==> src/rtl/lb_pkg.sv <==
package lb_pkg;
    typedef enum logic [1:0] {
        GRP_WR   = 2'd0,
        GRP_RD   = 2'd1,
        GRP_CTL  = 2'd2,
        GRP_NONE = 2'd3
    } grp_e;

    localparam int CTL_MODE    = 0;
    localparam int CTL_CMD     = 1;
    localparam int CTL_COUNT   = 2;

    localparam int CMD_COMMIT  = 0;
    localparam int CMD_CLEAR   = 1;
    localparam int CMD_CAPTURE = 2;
endpackage

==> src/rtl/lb_addr_decode.sv <==
module lb_addr_decode
    import lb_pkg::*;
#(
    parameter int ADDR_W = 10,
    parameter int BASE   = 10,
    parameter int NUM_WR = 14,
    parameter int NUM_RD = 14
) (
    input  logic                 clk,
    input  logic                 rst,
    input  logic [ADDR_W-1:0]    addr,
    output logic                 in_win,
    output logic [3:0]           idx,
    output logic [NUM_WR-1:0]    wr_sel,
    output logic [NUM_RD-1:0]    rd_sel,
    output logic [CTL_COUNT-1:0] ctl_sel
);
    localparam int IDX_W = 4;
    localparam int GRP_W = 2;
    localparam int WIN_W = ADDR_W - IDX_W - GRP_W;

    grp_e grp;

    assign in_win = (addr[ADDR_W-1 -: WIN_W] == WIN_W'(BASE));
    assign grp    = grp_e'(addr[IDX_W +: GRP_W]);
    assign idx    = addr[IDX_W-1:0];

    for (genvar i = 0; i < NUM_WR; i++) begin : g_wr_dec
        assign wr_sel[i] = in_win && (grp == GRP_WR) && (idx == IDX_W'(i));
    end
    for (genvar i = 0; i < NUM_RD; i++) begin : g_rd_dec
        assign rd_sel[i] = in_win && (grp == GRP_RD) && (idx == IDX_W'(i));
    end
    for (genvar i = 0; i < CTL_COUNT; i++) begin : g_ctl_dec
        assign ctl_sel[i] = in_win && (grp == GRP_CTL) && (idx == IDX_W'(i));
    end

    // at most one latch is selected for any address
    a_r9_onehot_select: assert property (@(posedge clk) disable iff (rst)
        $onehot0({wr_sel, rd_sel, ctl_sel}));
    // nothing is selected outside the window
    a_r7_no_select_outside: assert property (@(posedge clk) disable iff (rst)
        !in_win |-> ({wr_sel, rd_sel, ctl_sel} == '0));
endmodule

==> src/rtl/lb_write_bank.sv <==
module lb_write_bank #(
    parameter int NUM = 14,
    parameter int W   = 8
) (
    input  logic                  clk,
    input  logic                  rst,
    input  logic                  wr_en,
    input  logic [NUM-1:0]        sel,
    input  logic [W-1:0]          wdata,
    input  logic                  commit,
    input  logic                  clear,
    output logic [NUM-1:0][W-1:0] shadow,
    output logic [NUM-1:0][W-1:0] dout,
    output logic                  oe
);
    typedef struct packed {
        logic [NUM-1:0][W-1:0] shadow;
        logic [NUM-1:0][W-1:0] outr;
        logic                  oe;
    } wb_state_t;

    wb_state_t st_d, st_q;

    always_comb begin
        st_d = st_q;
        for (int i = 0; i < NUM; i++) begin
            if (wr_en && sel[i]) st_d.shadow[i] = wdata;
        end
        if (clear) begin
            st_d.outr = '0;
            st_d.oe   = 1'b0;
        end else if (commit) begin
            st_d.outr = st_q.shadow;
            st_d.oe   = 1'b1;
        end
    end

    always_ff @(posedge clk) begin
        if (rst) st_q <= '0;
        else     st_q <= st_d;
    end

    assign shadow = st_q.shadow;
    assign dout   = st_q.outr;
    assign oe     = st_q.oe;

    // outputs only move on a commit or clear
    a_r2_outputs_hold: assert property (@(posedge clk) disable iff (rst)
        (!commit && !clear) |=> ($stable(dout) && $stable(oe)));
    // shadow bytes survive a clear
    a_r4_clear_keeps_shadow: assert property (@(posedge clk) disable iff (rst)
        (clear && !wr_en) |=> $stable(shadow));
endmodule

==> src/rtl/lb_read_bank.sv <==
module lb_read_bank #(
    parameter int NUM = 14,
    parameter int W   = 8
) (
    input  logic                  clk,
    input  logic                  rst,
    input  logic                  capture,
    input  logic [NUM-1:0][W-1:0] din,
    output logic [NUM-1:0][W-1:0] held
);
    typedef struct packed {
        logic [NUM-1:0][W-1:0] held;
    } rb_state_t;

    rb_state_t st_d, st_q;

    always_comb begin
        st_d = st_q;
        if (capture) st_d.held = din;
    end

    always_ff @(posedge clk) begin
        if (rst) st_q <= '0;
        else     st_q <= st_d;
    end

    assign held = st_q.held;

    // the snapshot holds until the next capture
    a_r5_hold_between_captures: assert property (@(posedge clk) disable iff (rst)
        !capture |=> $stable(held));
    // a capture takes the lines present at that edge
    a_r5_capture_takes_input: assert property (@(posedge clk) disable iff (rst)
        capture |=> (held == $past(din)));
endmodule

==> src/rtl/stage_latch_bank.sv <==
module stage_latch_bank
    import lb_pkg::*;
#(
    parameter int ADDR_W = 10,
    parameter int BASE   = 10,
    parameter int NUM_WR = 14,
    parameter int NUM_RD = 14,
    parameter int W      = 8
) (
    input  logic                  clk,
    input  logic                  rst,
    input  logic [ADDR_W-1:0]     bus_addr,
    input  logic                  bus_wr,
    input  logic                  bus_rd,
    input  logic [W-1:0]          bus_wdata,
    output logic [W-1:0]          bus_rdata,
    output logic                  bus_rvalid,
    input  logic [NUM_RD*W-1:0]   dev_in,
    output logic [NUM_WR*W-1:0]   dev_out,
    output logic                  dev_oe,
    output logic                  mode_feedback,
    output logic                  mode_force_hi,
    output logic                  mode_force_lo,
    output logic                  mode_data,
    output logic                  mode_assign,
    output logic                  mode_store_en,
    output logic                  mode_bias_sel,
    output logic                  mode_learn
);
    logic                     in_win;
    logic [3:0]               idx;
    logic [NUM_WR-1:0]        wr_sel;
    logic [NUM_RD-1:0]        rd_sel;
    logic [CTL_COUNT-1:0]     ctl_sel;
    logic [NUM_WR-1:0][W-1:0] shadow;
    logic [NUM_WR-1:0][W-1:0] out_bytes;
    logic [NUM_RD-1:0][W-1:0] held;
    logic                     cmd_wr, fire_commit, fire_clear, fire_capture;

    lb_addr_decode #(.ADDR_W(ADDR_W), .BASE(BASE), .NUM_WR(NUM_WR), .NUM_RD(NUM_RD)) u_dec (
        .clk(clk), .rst(rst), .addr(bus_addr), .in_win(in_win), .idx(idx),
        .wr_sel(wr_sel), .rd_sel(rd_sel), .ctl_sel(ctl_sel)
    );

    assign cmd_wr       = bus_wr && ctl_sel[CTL_CMD];
    assign fire_commit  = cmd_wr && bus_wdata[CMD_COMMIT];
    assign fire_clear   = cmd_wr && bus_wdata[CMD_CLEAR];
    assign fire_capture = cmd_wr && bus_wdata[CMD_CAPTURE];

    lb_write_bank #(.NUM(NUM_WR), .W(W)) u_wr (
        .clk(clk), .rst(rst), .wr_en(bus_wr), .sel(wr_sel), .wdata(bus_wdata),
        .commit(fire_commit), .clear(fire_clear),
        .shadow(shadow), .dout(out_bytes), .oe(dev_oe)
    );

    lb_read_bank #(.NUM(NUM_RD), .W(W)) u_rd (
        .clk(clk), .rst(rst), .capture(fire_capture), .din(dev_in), .held(held)
    );

    assign dev_out = out_bytes;

    typedef struct packed {
        logic [W-1:0] mode;
        logic [W-1:0] rdata;
        logic         rvalid;
    } top_state_t;

    top_state_t st_d, st_q;

    always_comb begin
        st_d        = st_q;
        st_d.rdata  = '0;
        st_d.rvalid = 1'b0;
        if (bus_wr && ctl_sel[CTL_MODE]) st_d.mode = bus_wdata;
        if (bus_rd) begin
            if (|wr_sel) begin
                st_d.rdata  = shadow[idx];
                st_d.rvalid = 1'b1;
            end else if (|rd_sel) begin
                st_d.rdata  = held[idx];
                st_d.rvalid = 1'b1;
            end else if (ctl_sel[CTL_MODE]) begin
                st_d.rdata  = st_q.mode;
                st_d.rvalid = 1'b1;
            end
        end
    end

    always_ff @(posedge clk) begin
        if (rst) st_q <= '0;
        else     st_q <= st_d;
    end

    assign bus_rdata     = st_q.rdata;
    assign bus_rvalid    = st_q.rvalid;
    assign mode_feedback = st_q.mode[0];
    assign mode_force_hi = st_q.mode[1];
    assign mode_force_lo = st_q.mode[2];
    assign mode_data     = st_q.mode[3];
    assign mode_assign   = st_q.mode[4];
    assign mode_store_en = st_q.mode[5];
    assign mode_bias_sel = st_q.mode[6];
    assign mode_learn    = st_q.mode[7];

    // a commit without clear enables the outputs with the shadow image
    a_r3_commit_enables: assert property (@(posedge clk) disable iff (rst)
        (fire_commit && !fire_clear) |=> (dev_oe && dev_out == $past(shadow)));
    // a clear idles every line
    a_r4_clear_idles: assert property (@(posedge clk) disable iff (rst)
        fire_clear |=> (!dev_oe && dev_out == '0));
    // a foreign read never claims the bus
    a_r7_outside_no_valid: assert property (@(posedge clk) disable iff (rst)
        (bus_rd && !in_win) |=> (!bus_rvalid && bus_rdata == '0));
    // valid read data only follows a read strobe
    a_r6_valid_needs_read: assert property (@(posedge clk) disable iff (rst)
        !bus_rd |=> !bus_rvalid);
endmodule

==> config.mk <==
export PLATFORM = sky130hd
export DESIGN_NAME = stage_latch_bank
export DESIGN_NICKNAME = d
export VERILOG_FILES = /design/src/rtl/lb_pkg.sv /design/src/rtl/lb_addr_decode.sv /design/src/rtl/lb_write_bank.sv /design/src/rtl/lb_read_bank.sv /design/src/rtl/stage_latch_bank.sv
export SDC_FILE = /design/constraint.sdc
export NUM_CORES = 1
export LEC_CHECK = 0
export BUFFER_PORTS_ARGS = -buffer_cell sky130_fd_sc_hd__buf_2
export CORE_MARGIN = 4
export CORE_UTILIZATION = 56
export CTS_BUF_LIST = sky130_fd_sc_hd__clkbuf_16
export DETAILED_ROUTE_END_ITERATION = 10
export GPL_TIMING_DRIVEN = 1
export PLACE_DENSITY = 0.8
export SYNTH_ARGS = -nofsm -noshare
export SYNTH_HDL_FRONTEND = slang
export SYNTH_HIERARCHICAL = 1
export SYNTH_SLANG_ARGS = --single-unit
==> constraint.sdc <==
create_clock -name clk -period 2.5 [get_ports clk]
set_input_delay 0.25 -clock clk [delete_from_list [all_inputs] [get_ports clk]]
set_output_delay 0.25 -clock clk [all_outputs]
set_load 0.03 [all_outputs]
==> impl_metrics.yaml <==
yosys:
  synthesis.area_um2: 15500
  yosysWarnings: 6
  syn-num-nets: 1577
  syn_avg_cell_area_um2: 10.8
  syn-instance-count: 1443
clock_tree:
  cts_resized: 0
  path_clk_slew_ns: 0.06
  cts_tree: "built"
  cts-root-buf: "clkbuf_16"
  h-tree-depth: 2
  cts_num_sinks: 354
  cts_hold_buf: 100
  cts_setup_buffers: 0
  insertion_delay_ns: 0.53
  cts_buffers: 37
  cts_max_path_buffers: 3
timing:
  finalSetupViolations: 0
  tightestPinTransition_ns: 0.949
  rsz0062_at_grt: "false"
  finalMaxSlewViolations: 0
  finalHoldViolations: 0
  fin_crit_sh: 0.760
  maxSlewHeadroom: 0.367
  tns_ns: 0
  skew_ns: 0.0105
  period_minus_slack_ns: 1.90
  max_freq_mhz: 526
pwr:
  sw_frac_of_total: 0.222
  powerDensity_nw_per_um2: 609
  power_leakage_nw: 8.12
  clock_power_share: 0.462
  switchingPower_w: 0.00260
  ir_drop_mv: 0.482
  power_frac_comb: 0.057
  pwr-share-seq: 0.481
  p_int_w: 0.00913
die:
  rows: 60
  io-pin-count: 264
  die_area_um2: 30500
  die_w_um: 175
  coreArea_um2: 27100
  start_util: 0.573
  die_h_um: 175
setup_path:
  worstPathRequired_ns: 2.86
  timing.rr.start: "u_wr/shadow[78]"
  cp-start-kind: "primary input"
  r2r_setup_slack_ns: 0.81
  worstSetupPathType: "primary input to flip-flop"
  cp_max_fo: 28
  worstSetupEndpointType: "flip-flop"
  startpoint: "bus_addr[2]"
  arrival_ns: 2.26
placement:
  dpl.cell_count: 2012
  port_buffers: 263
  gp_congestion: 0.925
  hpwl_mm: 29.6
detailed_routing:
  dr.pass1.iters: 6
  drt_iter0_drc: 1193
  postRouteAntennaNets: 0
  post-route-drc-count: 0
  via_count: 12200
  drt-total-wl_mm: 44.6
  wire_per_inst_um: 20.4
  via_per_inst: 5.61
grt:
  track_usage: 0.279
  gr-total-overflow: 0
  grt_start_max_net_pins: 94
  grt_pass1_vias: 12400
  grt_pass1_wl_mm: 68.3
  antenna_found_initial: 1
status:
  outcome: "finished clean"
hold_path:
  holdCritPathClass: "primary input to flip-flop"
  worstHoldStart: "dev_in[4]"
finish:
  area_growth_pct: 23.9
  layout.nets: 1915
  layout-drive-gt1-share: 0.232
  instances_no_fill: 2181
job:
  max-cap-violations: 0
## path summary, 6_finish.rpt
| kind | end | cells past startpoint |
|---|---|---|
| worst min register to register | u_wr/oe | 2 |
| worst min-delay path | u_rd/held[4] | 3 |
| worst max register to register | bus_rdata[6] | 5 |
| worst max-delay path | u_rd/held[0] | 7 |
## cell type report
class / instances / area, um^2
Antenna cell: 1 / 2.50
Clock buffer: 38 / 951
Clock inverter: 28 / 235
Fill cell: 1937 / 7850
Inverter: 3 / 11.3
Multi-Input combinational cell: 973 / 7630
Sequential cell: 354 / 7090
Tap cell: 372 / 465
Timing Repair Buffer: 412 / 2860
## metal layers
metal / global-route usage / wire length [um] / up-vias
li1: - / - / 5697
met2: 0.459 / 21200 / 535
met5: 0 / 0 / -
met4: 0.103 / 1620 / 0
met3: 0.0542 / 3310 / 119
met1: 0.367 / 18500 / 5878
## cell usage in the layout, fill, tap and decap left out, types with 4 or more instances in the layout
| master | count |
|---|---|
| nand3b_1 | 8 |
| mux2i_1 | 362 |
| nand2_2 | 9 |
| dlygate4sd3_1 | 102 |
| o21ai_0 | 9 |
| clkbuf_16 | 38 |
| nor3_1 | 16 |
| clkinv_2 | 7 |
| dfxtp_1 | 354 |
| mux4_1 | 17 |
| buf_12 | 13 |
| buf_2 | 260 |
| or3_1 | 7 |
| mux4_2 | 22 |
| nor2_1 | 237 |
| inv_1 | 11 |
| nand2b_1 | 133 |
| buf_4 | 36 |
| o22ai_1 | 13 |
| nor4_1 | 10 |
| nor3_2 | 8 |
| clkinv_1 | 6 |
| a21oi_1 | 32 |
| o221ai_1 | 7 |
| bufinv_16 | 4 |
| nand2_1 | 27 |
| nand3_1 | 10 |
## flip-flops by register name (all words and copies together) (netlist names)
signal	cells
u_wr/oe	1
mode_force_hi	1
bus_rdata	8
mode_bias_sel	1
u_wr/shadow	112
u_wr/dout	112
mode_force_lo	1
mode_assign	1
mode_data	1
bus_rvalid	1
mode_feedback	1
mode_store_en	1
mode_learn	1
u_rd/held	112
## through the flow
stage	setup WS (ns)	hold WS (ns)	cell area (um^2)	total power, W	utilization
finish	0.600	0.00421	19200	0.0117	0.710
global route	0.540	0.00127	19200	0.0121	0.710
CTS	0.646	0.000155	19200	0.0118	0.709
detailed placement	0.100	0.458	17000	0.00629	0.629
global placement	0.207	0.447	17000	0.00629	0.629
floorplan	0.361	0.397	15500	0.00609	-
## critical path: stages
cell	delay, ns
buf_2	0.17
or4b_4	0.58
nor4b_4	0.27
and3_4	0.36
buf_12	0.25
mux2i_1	0.27
nor2_1	0.07
## power groups by stage
| stage | logic, W | clock network [W] | registers, W |
|---|---|---|---|
| final | 0.000665 | 0.00542 | 0.00564 |
| after global routing | 0.000701 | 0.00571 | 0.00564 |
| after CTS | 0.000644 | 0.00547 | 0.00564 |
| after detailed placement | 0.000525 | 0 | 0.00577 |
| after global placement | 0.000522 | 0 | 0.00577 |
| after floorplan | 0.000322 | 0 | 0.00577 |
Power figures use the tool's default switching activity.
